==> config.mk <==
export PLATFORM = sky130hd
export DESIGN_NAME = freq_frac_calc
export DESIGN_NICKNAME = d
export VERILOG_FILES = /design/src/rtl/ffc_pkg.sv /design/src/rtl/ffc_divider.sv /design/src/rtl/ffc_diff.sv /design/src/rtl/freq_frac_calc.sv
export SDC_FILE = /design/constraint.sdc
export NUM_CORES = 2
export LEC_CHECK = 0
export BUFFER_PORTS_ARGS = -buffer_cell sky130_fd_sc_hd__buf_2
export CAP_MARGIN = 5
export CORE_MARGIN = 4
export CORE_UTILIZATION = 39
export DETAILED_ROUTE_END_ITERATION = 12
export PLACE_DENSITY_LB_ADDON = 0.3
export SLEW_MARGIN = 10
export SYNTH_ARGS = -nofsm -noshare
export SYNTH_HDL_FRONTEND = slang
export SYNTH_SLANG_ARGS = --single-unit
==> constraint.sdc <==
create_clock -name clk -period 13 [get_ports clk]
set_input_delay 1.3 -clock clk [delete_from_list [all_inputs] [get_ports clk]]
set_output_delay 1.3 -clock clk [all_outputs]
set_load 0.01 [all_outputs]
==> src/rtl/ffc_pkg.sv <==
package ffc_pkg;

    localparam int CNT_W      = 32;
    localparam int FRAC_SCALE = 1000;
    localparam int FRAC_W     = $clog2(FRAC_SCALE);
    localparam int CMB_W      = CNT_W + FRAC_W;

    typedef struct packed {
        logic [CNT_W-1:0] cycles;
        logic [CNT_W-1:0] lead;
        logic [CNT_W-1:0] trail;
    } ffc_gate_t;

    typedef struct packed {
        logic [CNT_W-1:0]  hz;
        logic [FRAC_W-1:0] mhz;
    } ffc_result_t;

    typedef enum logic [2:0] {
        S_IDLE,
        S_LOAD,
        S_NI,
        S_YI,
        S_FIN
    } ffc_state_e;

    // Whole hertz and millihertz merged into one millihertz count
    function automatic logic [CMB_W-1:0] ffc_combine(input ffc_result_t r);
        return CMB_W'(r.hz) * CMB_W'(FRAC_SCALE) + CMB_W'(r.mhz);
    endfunction

endpackage

==> src/rtl/ffc_divider.sv <==
module ffc_divider #(
    parameter int W = 32
) (
    input  logic         clk,
    input  logic         rst,
    input  logic         go,
    input  logic [W-1:0] dividend,
    input  logic [W-1:0] divisor,
    output logic         done,
    output logic [W-1:0] quot
);
    localparam int CNTW = $clog2(W + 1);
    localparam int PW   = 2 * W;

    logic [W-1:0]    q_r, d_r, n_r;
    logic [W:0]      rem_r;
    logic [CNTW-1:0] cnt_r;
    logic            run_r;
    logic [W:0]      shifted, trial;

    assign shifted = {rem_r[W-1:0], q_r[W-1]};
    assign trial   = shifted - {1'b0, d_r};
    assign quot    = q_r;

    always_ff @(posedge clk) begin
        if (rst) begin
            run_r <= 1'b0;
            done  <= 1'b0;
            cnt_r <= '0;
            rem_r <= '0;
            q_r   <= '0;
            d_r   <= '0;
            n_r   <= '0;
        end else begin
            done <= 1'b0;
            if (go && !run_r) begin
                run_r <= 1'b1;
                cnt_r <= CNTW'(W);
                rem_r <= '0;
                q_r   <= dividend;
                n_r   <= dividend;
                d_r   <= divisor;
            end else if (run_r) begin
                if (!trial[W]) begin
                    rem_r <= trial;
                    q_r   <= {q_r[W-2:0], 1'b1};
                end else begin
                    rem_r <= shifted;
                    q_r   <= {q_r[W-2:0], 1'b0};
                end
                cnt_r <= cnt_r - 1'b1;
                if (cnt_r == CNTW'(1)) begin
                    run_r <= 1'b0;
                    done  <= 1'b1;
                end
            end
        end
    end

    logic [PW-1:0] lo_prod, hi_prod;
    assign lo_prod = PW'(q_r) * PW'(d_r);
    assign hi_prod = lo_prod + PW'(d_r);


    div_exact_chk: assert property (@(posedge clk) disable iff (rst)
        done |-> (lo_prod <= PW'(n_r)) && (PW'(n_r) < hi_prod));

endmodule

==> src/rtl/ffc_diff.sv <==
module ffc_diff
    import ffc_pkg::*;
(
    input  ffc_result_t      master,
    input  ffc_result_t      slave,
    output logic [CMB_W-1:0] mag,
    output logic             neg
);
    logic [CMB_W-1:0]  a_v, b_v;
    logic signed [CMB_W:0] delta, flip;

    assign a_v   = ffc_combine(master);
    assign b_v   = ffc_combine(slave);
    assign delta = $signed({1'b0, a_v}) - $signed({1'b0, b_v});
    assign flip  = -delta;
    assign neg   = delta[CMB_W];
    assign mag   = neg ? flip[CMB_W-1:0] : delta[CMB_W-1:0];

endmodule

==> src/rtl/freq_frac_calc.sv <==
module freq_frac_calc
    import ffc_pkg::*;
#(
    parameter int unsigned REF_HZ = 250_000_000
) (
    input  logic                clk,
    input  logic                rst,
    input  logic                start_i,
    input  logic [CNT_W-1:0]    m_cycles_i,
    input  logic [CNT_W-1:0]    m_lead_i,
    input  logic [CNT_W-1:0]    m_trail_i,
    input  logic [CNT_W-1:0]    s_cycles_i,
    input  logic [CNT_W-1:0]    s_lead_i,
    input  logic [CNT_W-1:0]    s_trail_i,
    output logic                busy_o,
    output logic                done_o,
    output logic                err_o,
    output logic [CNT_W-1:0]    m_hz_o,
    output logic [FRAC_W-1:0]   m_mhz_o,
    output logic [CNT_W-1:0]    s_hz_o,
    output logic [FRAC_W-1:0]   s_mhz_o,
    output logic [CMB_W-1:0]    diff_mag_o,
    output logic                diff_neg_o
);
    localparam int NCH = 2;

    ffc_state_e       state_q;
    ffc_gate_t        gate_q [NCH];
    ffc_result_t      res_q  [NCH];
    logic             ch_q;
    logic             bad_q;
    logic [CNT_W-1:0] ni_q, net_q, whole_q;
    logic             div_go_q;
    logic [CNT_W-1:0] div_num_q, div_den_q;
    logic             div_done;
    logic [CNT_W-1:0] div_quot;

    ffc_divider #(.W(CNT_W)) u_div (
        .clk      (clk),
        .rst      (rst),
        .go       (div_go_q),
        .dividend (div_num_q),
        .divisor  (div_den_q),
        .done     (div_done),
        .quot     (div_quot)
    );

    // Fold of the boundary counts against the fresh Ni quotient
    ffc_gate_t        cur;
    logic [CNT_W:0]   sum_n, net_n;
    logic [CNT_W-1:0] whole_n;
    logic [FRAC_W-1:0] frac_n;

    assign cur   = gate_q[ch_q];
    assign sum_n = {1'b0, cur.lead} + {1'b0, cur.trail};

    always_comb begin
        if (sum_n >= {1'b0, div_quot}) begin
            net_n   = sum_n - {1'b0, div_quot};
            whole_n = cur.cycles;
        end else begin
            net_n   = sum_n;
            whole_n = cur.cycles - 1'b1;
        end
    end

    assign frac_n = FRAC_W'(net_q * div_quot);

    logic [CMB_W-1:0] dmag;
    logic             dneg;

    ffc_diff u_diff (
        .master (res_q[0]),
        .slave  (res_q[1]),
        .mag    (dmag),
        .neg    (dneg)
    );

    assign busy_o = (state_q != S_IDLE) || done_o;

    always_ff @(posedge clk) begin
        if (rst) begin
            state_q    <= S_IDLE;
            ch_q       <= 1'b0;
            bad_q      <= 1'b0;
            ni_q       <= '0;
            net_q      <= '0;
            whole_q    <= '0;
            div_go_q   <= 1'b0;
            div_num_q  <= '0;
            div_den_q  <= '0;
            done_o     <= 1'b0;
            err_o      <= 1'b0;
            m_hz_o     <= '0;
            m_mhz_o    <= '0;
            s_hz_o     <= '0;
            s_mhz_o    <= '0;
            diff_mag_o <= '0;
            diff_neg_o <= 1'b0;
            for (int i = 0; i < NCH; i++) begin
                gate_q[i] <= '0;
                res_q[i]  <= '0;
            end
        end else begin
            div_go_q <= 1'b0;
            done_o   <= 1'b0;
            unique case (state_q)
                S_IDLE: if (start_i && !done_o) begin
                    gate_q[0] <= '{cycles: m_cycles_i, lead: m_lead_i, trail: m_trail_i};
                    gate_q[1] <= '{cycles: s_cycles_i, lead: s_lead_i, trail: s_trail_i};
                    ch_q      <= 1'b0;
                    bad_q     <= 1'b0;
                    state_q   <= S_LOAD;
                end
                S_LOAD: begin
                    if (cur.cycles == '0) begin
                        bad_q   <= 1'b1;
                        state_q <= S_FIN;
                    end else begin
                        div_go_q  <= 1'b1;
                        div_num_q <= CNT_W'(REF_HZ);
                        div_den_q <= cur.cycles;
                        state_q   <= S_NI;
                    end
                end
                S_NI: if (div_done) begin
                    if (div_quot == '0 || net_n >= {1'b0, div_quot}) begin
                        bad_q   <= 1'b1;
                        state_q <= S_FIN;
                    end else begin
                        ni_q      <= div_quot;
                        net_q     <= net_n[CNT_W-1:0];
                        whole_q   <= whole_n;
                        div_go_q  <= 1'b1;
                        div_num_q <= CNT_W'(FRAC_SCALE);
                        div_den_q <= div_quot;
                        state_q   <= S_YI;
                    end
                end
                S_YI: if (div_done) begin
                    res_q[ch_q] <= '{hz: whole_q, mhz: frac_n};
                    if (ch_q) begin
                        state_q <= S_FIN;
                    end else begin
                        ch_q    <= 1'b1;
                        state_q <= S_LOAD;
                    end
                end
                S_FIN: begin
                    done_o  <= 1'b1;
                    err_o   <= bad_q;
                    state_q <= S_IDLE;
                    if (bad_q) begin
                        m_hz_o     <= '0;
                        m_mhz_o    <= '0;
                        s_hz_o     <= '0;
                        s_mhz_o    <= '0;
                        diff_mag_o <= '0;
                        diff_neg_o <= 1'b0;
                    end else begin
                        m_hz_o     <= res_q[0].hz;
                        m_mhz_o    <= res_q[0].mhz;
                        s_hz_o     <= res_q[1].hz;
                        s_mhz_o    <= res_q[1].mhz;
                        diff_mag_o <= dmag;
                        diff_neg_o <= dneg;
                    end
                end
                default: state_q <= S_IDLE;
            endcase
        end
    end


    fold_chk: assert property (@(posedge clk) disable iff (rst)
        (state_q == S_YI) |-> (whole_q <= cur.cycles) && ((cur.cycles - whole_q) <= 1));


    nnet_bound_chk: assert property (@(posedge clk) disable iff (rst)
        (state_q == S_YI) |-> (net_q < ni_q));


    err_zero_chk: assert property (@(posedge clk) disable iff (rst)
        (done_o && err_o) |-> (m_hz_o == '0) && (s_hz_o == '0) && (diff_mag_o == '0) && !diff_neg_o);


    sign_mag_chk: assert property (@(posedge clk) disable iff (rst)
        diff_neg_o |-> (diff_mag_o != '0));


    busy_rise_chk: assert property (@(posedge clk) disable iff (rst)
        (start_i && !busy_o) |=> busy_o);


    done_pulse_chk: assert property (@(posedge clk) disable iff (rst)
        done_o |=> !done_o);


    hold_out_chk: assert property (@(posedge clk) disable iff (rst)
        !done_o |-> $stable(diff_mag_o) && $stable(m_hz_o) && $stable(s_mhz_o));

endmodule

==> out/qor.json <==
{
  "postSynthRegisterBits": 593,
  "outcome": "finished, final reports clean",
  "drive_above_1_share_pct": 11.9,
  "finalWorstPathRequiredPeriod_ns": 10.45,
  "timing.final.setup_violations": 0,
  "cp-start-kind": "flip-flop",
  "syn-cell-area_um2": 47800,
  "synthToLayoutAreaGrowth_pct": 11.3,
  "worstSkewPairLatency_ns": 0.67,
  "num_rows": 128,
  "num-nets-final": 6300,
  "holdBufCountCts": 0,
  "worst_setup_path_end_kind": "flip-flop",
  "dieWidth_um": 358,
  "post-route-drc-count": 0,
  "max_freq_mhz": 95.7,
  "top_register": "gate_q",
  "die_area_um2": 128000,
  "max-cap-violations": 0,
  "skew_ns": 0.0353,
  "drv_slew": 0,
  "largest_registers": "gate_q x192, res_q x84, diff_mag_o x42",
  "avgRoutedWirePerCell_um": 18.7,
  "final_antenna_net_count": 0,
  "vias_per_cell": 5.31,
  "synth_top_area_share_pct": 17.3,
  "post_synth_num_cell_types": 117,
  "drt-total-wl_um": 134000,
  "setup.worst_path.class": "reg -> reg",
  "p_total_uw": 16000,
  "leakage_power_summed_over_all_cells_uw": 0.0228,
  "vias_post_dr": 37931,
  "ctsRootBufferMaster": "clkbuf_16",
  "tritoncts.num_buffers": 71,
  "layout_common_cells": "inv_1, a21oi_1, nand2_1, ha_1, nor2_1",
  "dp.final_hpwl_um": 106000,
  "cpPeakStageDelay_ns": 0.96,
  "synth_edf_count": 276,
  "gp_congestion": 0.909,
  "total_routing_resource_utilization_after_global_routing_pct": 20.4,
  "flip_flop_count_of_the_largest_register_after_layout": 192,
  "synth_cells": 5266,
  "synth_area_leader_cell": "edfxtp_1",
  "total_power_per_unit_cell_area_nw_per_um2": 300,
  "setup_repair_after_global_routing_missed_its_margin": "no",
  "final.setup.tns_ns": 0,
  "synth_sequential_area_ratio_pct": 30.6,
  "power.ir.vdd_worst_mv": 0.291,
  "boundaryPins": 325,
  "wire_length_of_the_first_global_routing_pass_um": 208000,
  "yosys-top-cells-area": "edfxtp_1, dfxtp_1, fa_1",
  "core_um2": 122000,
  "clk_transition_reported_paths_ns": 0.06,
  "ctsHtreeMaxLevel": 3,
  "timing.critical_path.required_ns": 13.60,
  "cts.sink_count": 593,
  "final.period_utilization_pct": 80.3,
  "asyncSetResetFlopFracSynth_pct": 0,
  "cts_setup_buffers": 0,
  "drtIter0Drc": 2465,
  "number_of_warnings_printed_during_yosys_synthesis": 0,
  "tritoncts_clock_tree": "yes",
  "final_hold_viol_count": 0,
  "chipHeight_um": 358,
  "clock_tree.buffer_depth": 3,
  "cp_data_arrival_time_ns": 11.05,
  "grt_max_degree": 149,
  "drtPass1Iterations": 5,
  "hp-class": "reg -> reg",
  "timing_worst_slew_pin_value_ns": 1.28,
  "commonest_non_fill_non_tap_cell_in_the_layout": "inv_1",
  "avgSynthCellArea_um2": 9.08,
  "timing.critical_path.slowest_stage_cell": "nor2_1",
  "path_max_fanout": 53,
  "number_of_resized_instances_in_the_post_cts_repair_step": 0,
  "buffer_ports.inserted": 324,
  "ys.flop_type": "dfxtp_1",
  "max_slew_margin_pct": 13.2,
  "grt_pass1_vias": 37267,
  "grt_overflow_total": 0,
  "num_antenna_cells": 0,
  "antenna_found_initial": 3,
  "postSynthNetCount": 6106,
  "initial_core_util_pct": 39.3
}
## cells in the mapped netlist (62+ instances only)
library cell	n
inv_1	505
a21oi_1	424
nand2_1	395
ha_1	381
nor2_1	355
dfxtp_1	317
edfxtp_1	276
and2_1	273
fa_1	264
o21ai_0	238
xnor2_1	228
clkbuf_1	182
nor3_1	145
a21o_1	130
xor2_1	111
nand3_1	105
mux2_2	78
and3_1	69
mux2i_1	62
## path summary, 6_finish.rpt
check	start	end	slack (ns)	cells past startpoint
worst max register to register	flip-flop	whole_q[28]$_SDFFE_PP0P_	2.55	35
worst min register to register	diff_mag_o[39]$_SDFFE_PP0P_	diff_mag_o[39]$_SDFFE_PP0P_	0.45	2
worst max-delay path	flip-flop	whole_q[28]$_SDFFE_PP0P_	2.55	35
worst min-delay path	diff_mag_o[39]$_SDFFE_PP0P_	diff_mag_o[39]$_SDFFE_PP0P_	0.45	2
## worst max-delay path: cells and delay by family (launching register included)
kind                     cells  cell delay (ns)
AO/OA/AOI/OAI               17             4.18
XOR/XNOR                     1             0.11
AND/OR/NAND/NOR             10             2.68
buffers and inverters        3             1.21
flip-flops                   1             0.56
multiplexers                 1             0.43
adder cells (fa/ha/maj)      3             1.13
## cells by family (layout without fill, tap and decap cells)
kind of cell | count (synthesis) | count (layout) | synth area share [%]
compound gates | 1188 | 1188 | 15.9
xor+xnor | 340 | 340 | 6.25
fa+ha+maj | 645 | 645 | 21.0
buf+inv | 745 | 997 | 6.05
simple gates | 1615 | 1615 | 17.1
flops | 593 | 593 | 30.6
mux | 140 | 140 | 3.13
## final cells by class
cell class / count / area, µm²
clock buffers: 93 / 2020
inverters: 507 / 1910
flip-flops and latches: 593 / 14600
fillers: 11934 / 68600
repair buffers: 359 / 1890
multi-input cells: 3928 / 30400
well taps: 1625 / 2030
clock inverters: 38 / 400
## per-stage QoR
step                      hold WS (ns)  setup WS, ns  instances  instance area (µm²)  util (%)
after floorplan                  0.432          3.47       5266                47800         -
after global placement           0.431          2.85       7012                50800      41.7
after detailed placement         0.441          2.63       7012                50800      41.7
after CTS                        0.449          2.55       7143                53300      43.7
after global routing             0.460          1.79       7143                53300      43.7
final                            0.447          2.55       7143                53300      43.7
## report_power, final
part	internal (µW)	total, µW	switching [µW]
registers	2280	2420	139
clock network	1180	2040	859
logic	4570	11500	6940
total	8020	16000	7940
## routing by layer
layer	vias up	track usage [%]	routed length (µm)
met5	-	0	0
met4	0	7.20	4690
met3	193	2.45	5860
met2	941	36.1	65300
met1	18161	25.8	57800
li1	18636	-	-
Note: power is estimated with default switching activity, not from simulation.
